$ cat src/rtl/shutdown_seq_pkg.sv
package shutdown_seq_pkg;

  // Commands from control to the index datapath.
  typedef struct packed {
    logic advance;  // step index by one
    logic clear;    // return index to zero
  } idxCmdT;

endpackage

$ cat src/rtl/shutdown_seq_datapath.sv
module shutdown_seq_datapath
  import shutdown_seq_pkg::*;
#(
  parameter int SEQ_LEN = 8,
  parameter logic [8*SEQ_LEN-1:0] SEQ_CHARS = "Shutdown",
  localparam int IDX_W = (SEQ_LEN > 2) ? $clog2(SEQ_LEN) : 1
) (
  input  logic             clk,
  input  logic             rst,
  input  idxCmdT           cmd,
  input  logic [7:0]       wrByte,
  output logic             charMatch,
  output logic             atLast,
  output logic [IDX_W-1:0] matchIdx
);

  localparam logic [IDX_W-1:0] LAST_IDX = IDX_W'(SEQ_LEN - 1);
  localparam int TAB_N = 1 << IDX_W;

  // Letter table; the leftmost character of the string is index 0.
  logic [7:0] charTab [TAB_N];

  genvar g;
  generate
    for (g = 0; g < TAB_N; g++) begin : g_tab
      if (g < SEQ_LEN) begin : g_real
        assign charTab[g] = SEQ_CHARS[8*(SEQ_LEN-1-g) +: 8];
      end else begin : g_pad
        assign charTab[g] = 8'h00;
      end
    end
  endgenerate

  logic [IDX_W-1:0] idxQ;
  logic [7:0]       expChar;

  assign expChar   = charTab[idxQ];
  assign charMatch = (wrByte == expChar);
  assign atLast    = (idxQ == LAST_IDX);
  assign matchIdx  = idxQ;

  always_ff @(posedge clk) begin
    if (rst) begin
      idxQ <= '0;
    end else if (cmd.clear) begin
      idxQ <= '0;
    end else if (cmd.advance) begin
      idxQ <= idxQ + 1'b1;
    end
  end

endmodule

$ cat src/rtl/shutdown_seq_control.sv
module shutdown_seq_control
  import shutdown_seq_pkg::*;
#(
  parameter int ADDR_W = 16,
  parameter logic [ADDR_W-1:0] TRIG_ADDR = 16'h8900
) (
  input  logic              clk,
  input  logic              rst,
  input  logic [ADDR_W-1:0] ioAddr,
  input  logic              ioWrEn,
  input  logic              charMatch,
  input  logic              atLast,
  output idxCmdT            cmd,
  output logic              shutReq
);

  logic addrHit;
  logic fireNow;
  logic reqQ;

  assign addrHit = ioWrEn && (ioAddr == TRIG_ADDR);
  assign fireNow = addrHit && charMatch && atLast;

  always_comb begin
    cmd         = '0;
    cmd.advance = addrHit && charMatch && !atLast;
    // Mismatch or completion both return to the start; no retry of the byte.
    cmd.clear   = addrHit && (!charMatch || atLast);
  end

  always_ff @(posedge clk) begin
    if (rst) begin
      reqQ <= 1'b0;
    end else begin
      reqQ <= fireNow;
    end
  end

  assign shutReq = reqQ;

endmodule

$ cat src/rtl/shutdown_seq_detect.sv
module shutdown_seq_detect
  import shutdown_seq_pkg::*;
#(
  parameter int ADDR_W = 16,
  parameter logic [ADDR_W-1:0] TRIG_ADDR = 16'h8900,
  parameter int SEQ_LEN = 8,
  parameter logic [8*SEQ_LEN-1:0] SEQ_CHARS = "Shutdown",
  localparam int IDX_W = (SEQ_LEN > 2) ? $clog2(SEQ_LEN) : 1
) (
  input  logic              clk,
  input  logic              rst,
  input  logic [ADDR_W-1:0] ioAddr,
  input  logic              ioWrEn,
  input  logic [7:0]        ioData,
  output logic              shutReq
);

  idxCmdT           idxCmd;
  logic             charMatch;
  logic             atLast;
  logic [IDX_W-1:0] matchIdx;

  shutdown_seq_control #(
    .ADDR_W   (ADDR_W),
    .TRIG_ADDR(TRIG_ADDR)
  ) ctrl_i (
    .clk      (clk),
    .rst      (rst),
    .ioAddr   (ioAddr),
    .ioWrEn   (ioWrEn),
    .charMatch(charMatch),
    .atLast   (atLast),
    .cmd      (idxCmd),
    .shutReq  (shutReq)
  );

  shutdown_seq_datapath #(
    .SEQ_LEN  (SEQ_LEN),
    .SEQ_CHARS(SEQ_CHARS)
  ) dp_i (
    .clk      (clk),
    .rst      (rst),
    .cmd      (idxCmd),
    .wrByte   (ioData),
    .charMatch(charMatch),
    .atLast   (atLast),
    .matchIdx (matchIdx)
  );

endmodule

$ cat config.mk
export PLATFORM = sky130hd
export DESIGN_NAME = shutdown_seq_detect
export DESIGN_NICKNAME = d
export VERILOG_FILES = /design/src/rtl/shutdown_seq_pkg.sv /design/src/rtl/shutdown_seq_datapath.sv /design/src/rtl/shutdown_seq_control.sv /design/src/rtl/shutdown_seq_detect.sv
export SDC_FILE = /design/constraint.sdc
export NUM_CORES = 1
export LEC_CHECK = 0
export ABC_AREA = 1
export BUFFER_PORTS_ARGS = -buffer_cell sky130_fd_sc_hd__buf_2
export CORE_UTILIZATION = 45
export DETAILED_ROUTE_END_ITERATION = 10
export GPL_TIMING_DRIVEN = 0
export PLACE_DENSITY = 0.75
export SLEW_MARGIN = 20
export SYNTH_ARGS = -nofsm -noshare
export SYNTH_HDL_FRONTEND = slang
export SYNTH_SLANG_ARGS = --single-unit
$ cat constraint.sdc
create_clock -name clk -period 2.2 [get_ports clk]
set_clock_uncertainty 0.05 [all_clocks]
set_input_delay 0.11 -clock clk [delete_from_list [all_inputs] [get_ports clk]]
set_output_delay 0.11 -clock clk [all_outputs]
set_load 0.02 [all_outputs]
== After elaboration in Yosys (flattened, before gate mapping) ==
Memory sizes are Yosys's and may differ from the RTL's.
Cells that the tools add are included.
Operators by class
  equality and inequality tests: 3
  multiplexer cells: 2
  $lt $le $gt $ge: 1
  reductions and logical operators: 9
  bitwise operators: 1
  $add $sub $neg: 1
Operators with widths (number)
  $eq 16x16->1 const B: 1
  $mux 8: 2
  $eq 8x8->1: 1
  $logic_and 1x1->1: 5
  $ge 4x4->1 const B: 1
  $not 3->4: 1
  $add 3x1->3 const B: 1
  $eq 3x3->1 const B: 1
  $logic_not 1->1: 2
  $reduce_or 2->1: 1
  $logic_or 1x1->1: 1
Storage, ports and cells
  ROM bits: 64
  memories: 1
  input port bits: 27
  bits in registers: 4
Memory list
  (no name shown): words 8, bits a word 8, rd ports 1, clocked after Yosys merged registers in 0, write ports 0, line shutdown_seq_datapath.sv:37  | assign expChar = charTab[idxQ];

== Logic depth before layout (Yosys ltp) ==
  word-level depth: 9
  mapped depth: 13
  depth with buffers taken out: 13

== By module ==
A second synthesis with hierarchy kept.
Unflattened totals
  cell total of the unflattened synthesis: 90
  area, all modules: 509.2 um^2
By module, submodules not included
  shutdown_seq_datapath: sequential area each 60.1 um^2, instances 1, area an instance 387.9 um^2, cells each 65
  shutdown_seq_control: sequential area each 20.0 um^2, instances 1, area an instance 121.4 um^2, cells each 25

== Worst setup path before layout ==
Ideal clock, no wire load.
  path type: flip-flop to flip-flop
  start point: register dp_i.idxQ[0] (netlist: dp_i.matchIdx[0])
  end point: register dp_i.idxQ[1] (netlist: dp_i.matchIdx[1])
  stages on the path, launching flop included: 14
  path buffers: 0
  setup slack: 0.565 ns
  period minus slack after synthesis: 1.635 ns
  arrival time: 1.519 ns
  path through: dfxtp_1 > inv_1 > ha_1 > inv_1 > nand2_1 > nand2_1 > nand2_1 > nand2_1 > nand2_1 > nor2_4 > nand2_2 > nand2_2 > nand2_2 > a21oi_2
Between the ends
  cells in the longest elaborated chain, start to end: 9
  elaborated cells between the ends (all ways): 14
  classes of those cells: add/sub (1); eq/ne (2); mux (2); bitwise (1); reduce/logical (7); memory (1)
Ends and longest elaborated chain
  from (decl): line shutdown_seq_datapath.sv:34  | logic [IDX_W-1:0] idxQ;
  from (signal assigned): line shutdown_seq_datapath.sv:48  | idxQ <= idxQ + 1'b1;
  $not 3->4 (implied by the code): line shutdown_seq_datapath.sv:37
  $mem_v2 8x8
  $mux 8 (implied by the code) (2 in series): line shutdown_seq_datapath.sv:37
  $eq 8x8->1: line shutdown_seq_datapath.sv:38  | assign charMatch = (wrByte == expChar);
  $logic_not 1->1: line shutdown_seq_control.sv:28  | cmd.clear = addrHit && (!charMatch || atLast);
  $logic_or 1x1->1: line shutdown_seq_control.sv:28
  $logic_and 1x1->1: line shutdown_seq_control.sv:28
  $reduce_or 2->1 (no line)
Several ways; a longest one is shown, not always the timed one. The select of a mux whose other input is x is not followed.
A chain may end at the register's enable or synchronous reset.

== Final worst setup path ==
Same ends and word-level chain as after synthesis.

==> flow_metrics.env <==
export IMPL_root_buffer="clkbuf_4"
export IMPL_totalPowerFinal_w=0.0002091
export IMPL_synthCells=101
export IMPL_worstSetupPathType="flip-flop to flip-flop"
export IMPL_cp_required_ns=2.32
export IMPL_ys_seq_area_share_pct=13.01
export IMPL_grt_first_pass_wirelength_mm=2.111
export IMPL_min_period_over_period_pct=82.60
export IMPL_grt_max_degree=9
export IMPL_clkLatencyLatePin_ns=0.23
export IMPL_cp_max_fo=6
export IMPL_postRouteAntennaNets=0
export IMPL_holdBufCountCts=0
export IMPL_gp_congestion=0.7709
export IMPL_post_dp_cell_area_um2=768.2
export IMPL_synth_seq_cells=4
export IMPL_tns_ns=0
export IMPL_whs_endpoint="ctrl_i.shutReq"
export IMPL_finalMaxSlewViolations=0
export IMPL_final_setup_viol_count=0
export IMPL_dr_total_vias=681
export IMPL_hold_start="rst"
export IMPL_p_comb_share_pct=22.1
export IMPL_status="finished, final reports clean"
export IMPL_r2r_start="dp_i.matchIdx[0]"
export IMPL_syn2layout_area_growth_pct=28.46
export IMPL_numCtsBuffers=3
export IMPL_n_antenna_cell=0
export IMPL_start_util_pct=51.90
export IMPL_p_int_w=0.0001591
export IMPL_htreeDepth=1
export IMPL_dr_pass1_iters=4
export IMPL_finalCriticalPeriod_ns=1.817
export IMPL_r2r_end="dp_i.matchIdx[1]"
export IMPL_finalNonFillerCells=145
export IMPL_r2r_slack_ns=0.38
export IMPL_antenna_found_initial=0
export IMPL_die_area_um2=1520
export IMPL_maxCapViolCount=0
export IMPL_drc=0
export IMPL_min_path_cells=4
export IMPL_ios=28
export IMPL_cts_resized=0
export IMPL_hpwl_mm=1.041
export IMPL_die_y_um=38.99
export IMPL_fillCellCount=102
export IMPL_ff2ff_path_depth=13
export IMPL_slew_headroom_pct=84.36
export IMPL_layout_drive_gt1_share_pct=34.35
export IMPL_first_global_vias=594
export IMPL_peakVddDrop_uv=258.2
export IMPL_gr_usage_all_layers_pct=20.62
export IMPL_netSwitchingFraction_pct=23.89
export IMPL_cts_buffer_depth=2
export IMPL_wl_per_cell_um=8.517
export IMPL_drt_iter0_drc=8
export IMPL_die_w_um=38.99
export IMPL_yosysUniqueCellTypes=20
export IMPL_seqPwrFrac_pct=34.9
export IMPL_yosysWarningCount=0
export IMPL_wl_mm=1.235
export IMPL_syn_area_per_cell_um2=6.095
export IMPL_clkPwrFrac_pct=43.0
export IMPL_clock_sinks=4
export IMPL_switchingPower_w=0.00004996
export IMPL_cellLeakagePower_nw=0.4250
export IMPL_rsz0062_at_grt="no"
export IMPL_synth_fp_nets=135
export IMPL_syn_area_um2=615.6
export IMPL_cts_tree="done"
export IMPL_fin_area_um2=790.8
export IMPL_cts_clk_slew_worst_paths_ns=0.04
export IMPL_fin_nets=167
export IMPL_worst_slew_pin_slew_ns=0.2321
export IMPL_portBuffers=27
export IMPL_power_density_nw_per_um2=264.4
export IMPL_place_inst=142
export IMPL_worstSetupStartpointType="flip-flop"
export IMPL_core_area_um2=1186
export IMPL_crit_path_end_kind="flip-flop"
export IMPL_min_path_type="primary input to flip-flop"
export IMPL_finalHoldViolations=0
export IMPL_worstPathArrival_ns=1.94
export IMPL_gr_total_overflow=0
export IMPL_rows=12
export IMPL_vias_per_cell=4.697
export IMPL_fmax_mhz=550.3
export IMPL_post_cts_buffers=0
cell usage after synthesis:
master / count / area [um^2]
inv_8: 1 / 11.26
nand3_2: 3 / 30.03
a21oi_1: 2 / 10.01
inv_1: 16 / 60.06
nor2_1: 16 / 60.06
nand3_1: 6 / 30.03
ha_1: 7 / 87.58
o21ai_0: 1 / 5.000
and2_1: 1 / 6.260
nand2_1: 24 / 90.09
o21bai_1: 1 / 7.510
nand4_1: 4 / 25.02
nor3_1: 1 / 5.000
a21oi_2: 3 / 26.28
dfxtp_1: 4 / 80.08
nand3b_1: 2 / 15.01
nor2_4: 1 / 11.26
buf_6: 1 / 11.26
and3_1: 1 / 6.260
nand2_2: 6 / 37.54
kinds of logic after synthesis:
| group | share of synthesized area (%) |
|---|---|
| fa+ha+maj | 14.23 |
| simple gates | 51.42 |
| compound gates | 7.927 |
| buf+inv | 13.41 |
| flops | 13.01 |
sequential cells by signal (all words and copies together), names as in the netlist:
name,count
ctrl_i.shutReq,1
dp_i.matchIdx,3
critical path, cell delays in order, from the launching register on:
cell and delay [ns]:
dfxtp_1 0.42, inv_1 0.14, ha_1 0.34, inv_1 0.06, nand2_1 0.05, nand2_1 0.06
nand2_1 0.04, nand2_1 0.05, nand2_1 0.09, nor2_4 0.16, nand2_2 0.06, nand2_2 0.06
nand2_2 0.07, a21oi_2 0.10
power by group through the flow:
stage,Clock [W],Combinational [W],Sequential [W]
final,0.0000899,0.0000463,0.0000729
after global routing,0.0000987,0.0000527,0.0000728
after CTS,0.0000917,0.0000465,0.0000729
after detailed placement,0,0.0000463,0.0000740
after global placement,0,0.0000447,0.0000740
after floorplan,0,0.0000200,0.0000740
placed cells by master (no fill, tap or decap):
| cell type | count |
|---|---|
| buf_2 | 27 |
| nand2_1 | 24 |
| inv_1 | 16 |
| nor2_1 | 16 |
| ha_1 | 7 |
| nand2_2 | 6 |
| nand3_1 | 6 |
| nand4_1 | 4 |
| dfxtp_1 | 4 |
| nand3_2 | 3 |
| a21oi_2 | 3 |
| clkbuf_4 | 3 |
| a21oi_1 | 2 |
| nand3b_1 | 2 |
| buf_6 | 1 |
| inv_8 | 1 |
| o21bai_1 | 1 |
| nor2_4 | 1 |
| and3_1 | 1 |
| and2_1 | 1 |
| o21ai_0 | 1 |
| nor3_1 | 1 |
cell type report:
cell class	instances	area (um^2)	share of cell area [%]
clock buffers	3	22.52	2.848
flip-flops and latches	4	80.08	10.13
plain buffers	1	11.26	1.424
multi-input cells	79	452.9	57.28
inverters	17	71.32	9.019
well taps	14	17.52	2.215
repair buffers	27	135.1	17.09
worst max path at each step:
stage               slack [ns]             start          endpoint
floorplan                 0.56  dp_i.matchIdx[0]  dp_i.matchIdx[1]
global placement          0.41  dp_i.matchIdx[0]  dp_i.matchIdx[2]
detailed placement        0.40  dp_i.matchIdx[0]  dp_i.matchIdx[0]
CTS                       0.38  dp_i.matchIdx[0]  dp_i.matchIdx[0]
global route              0.18  dp_i.matchIdx[0]  dp_i.matchIdx[1]
finish                    0.38  dp_i.matchIdx[0]  dp_i.matchIdx[1]
per-layer routing:
layer,vias up,GRT usage (%),part of all wire [%]
met5,-,0,0
met4,0,13.79,0.89
met3,2,4.046,3.5
met2,19,36.67,49
met1,280,21.38,47
li1,380,-,-
stage by stage:
step	worst slack [ns]	util [%]	hold slack, ns
floorplan	0.5646	-	0.2491
global route	0.1839	66.67	0.1421
CTS	0.3810	66.67	0.1273
global placement	0.4127	64.77	0.3525
detailed placement	0.3990	64.77	0.3694
finish	0.3829	66.67	0.1312
No activity file was read; power rests on OpenSTA's default activity.
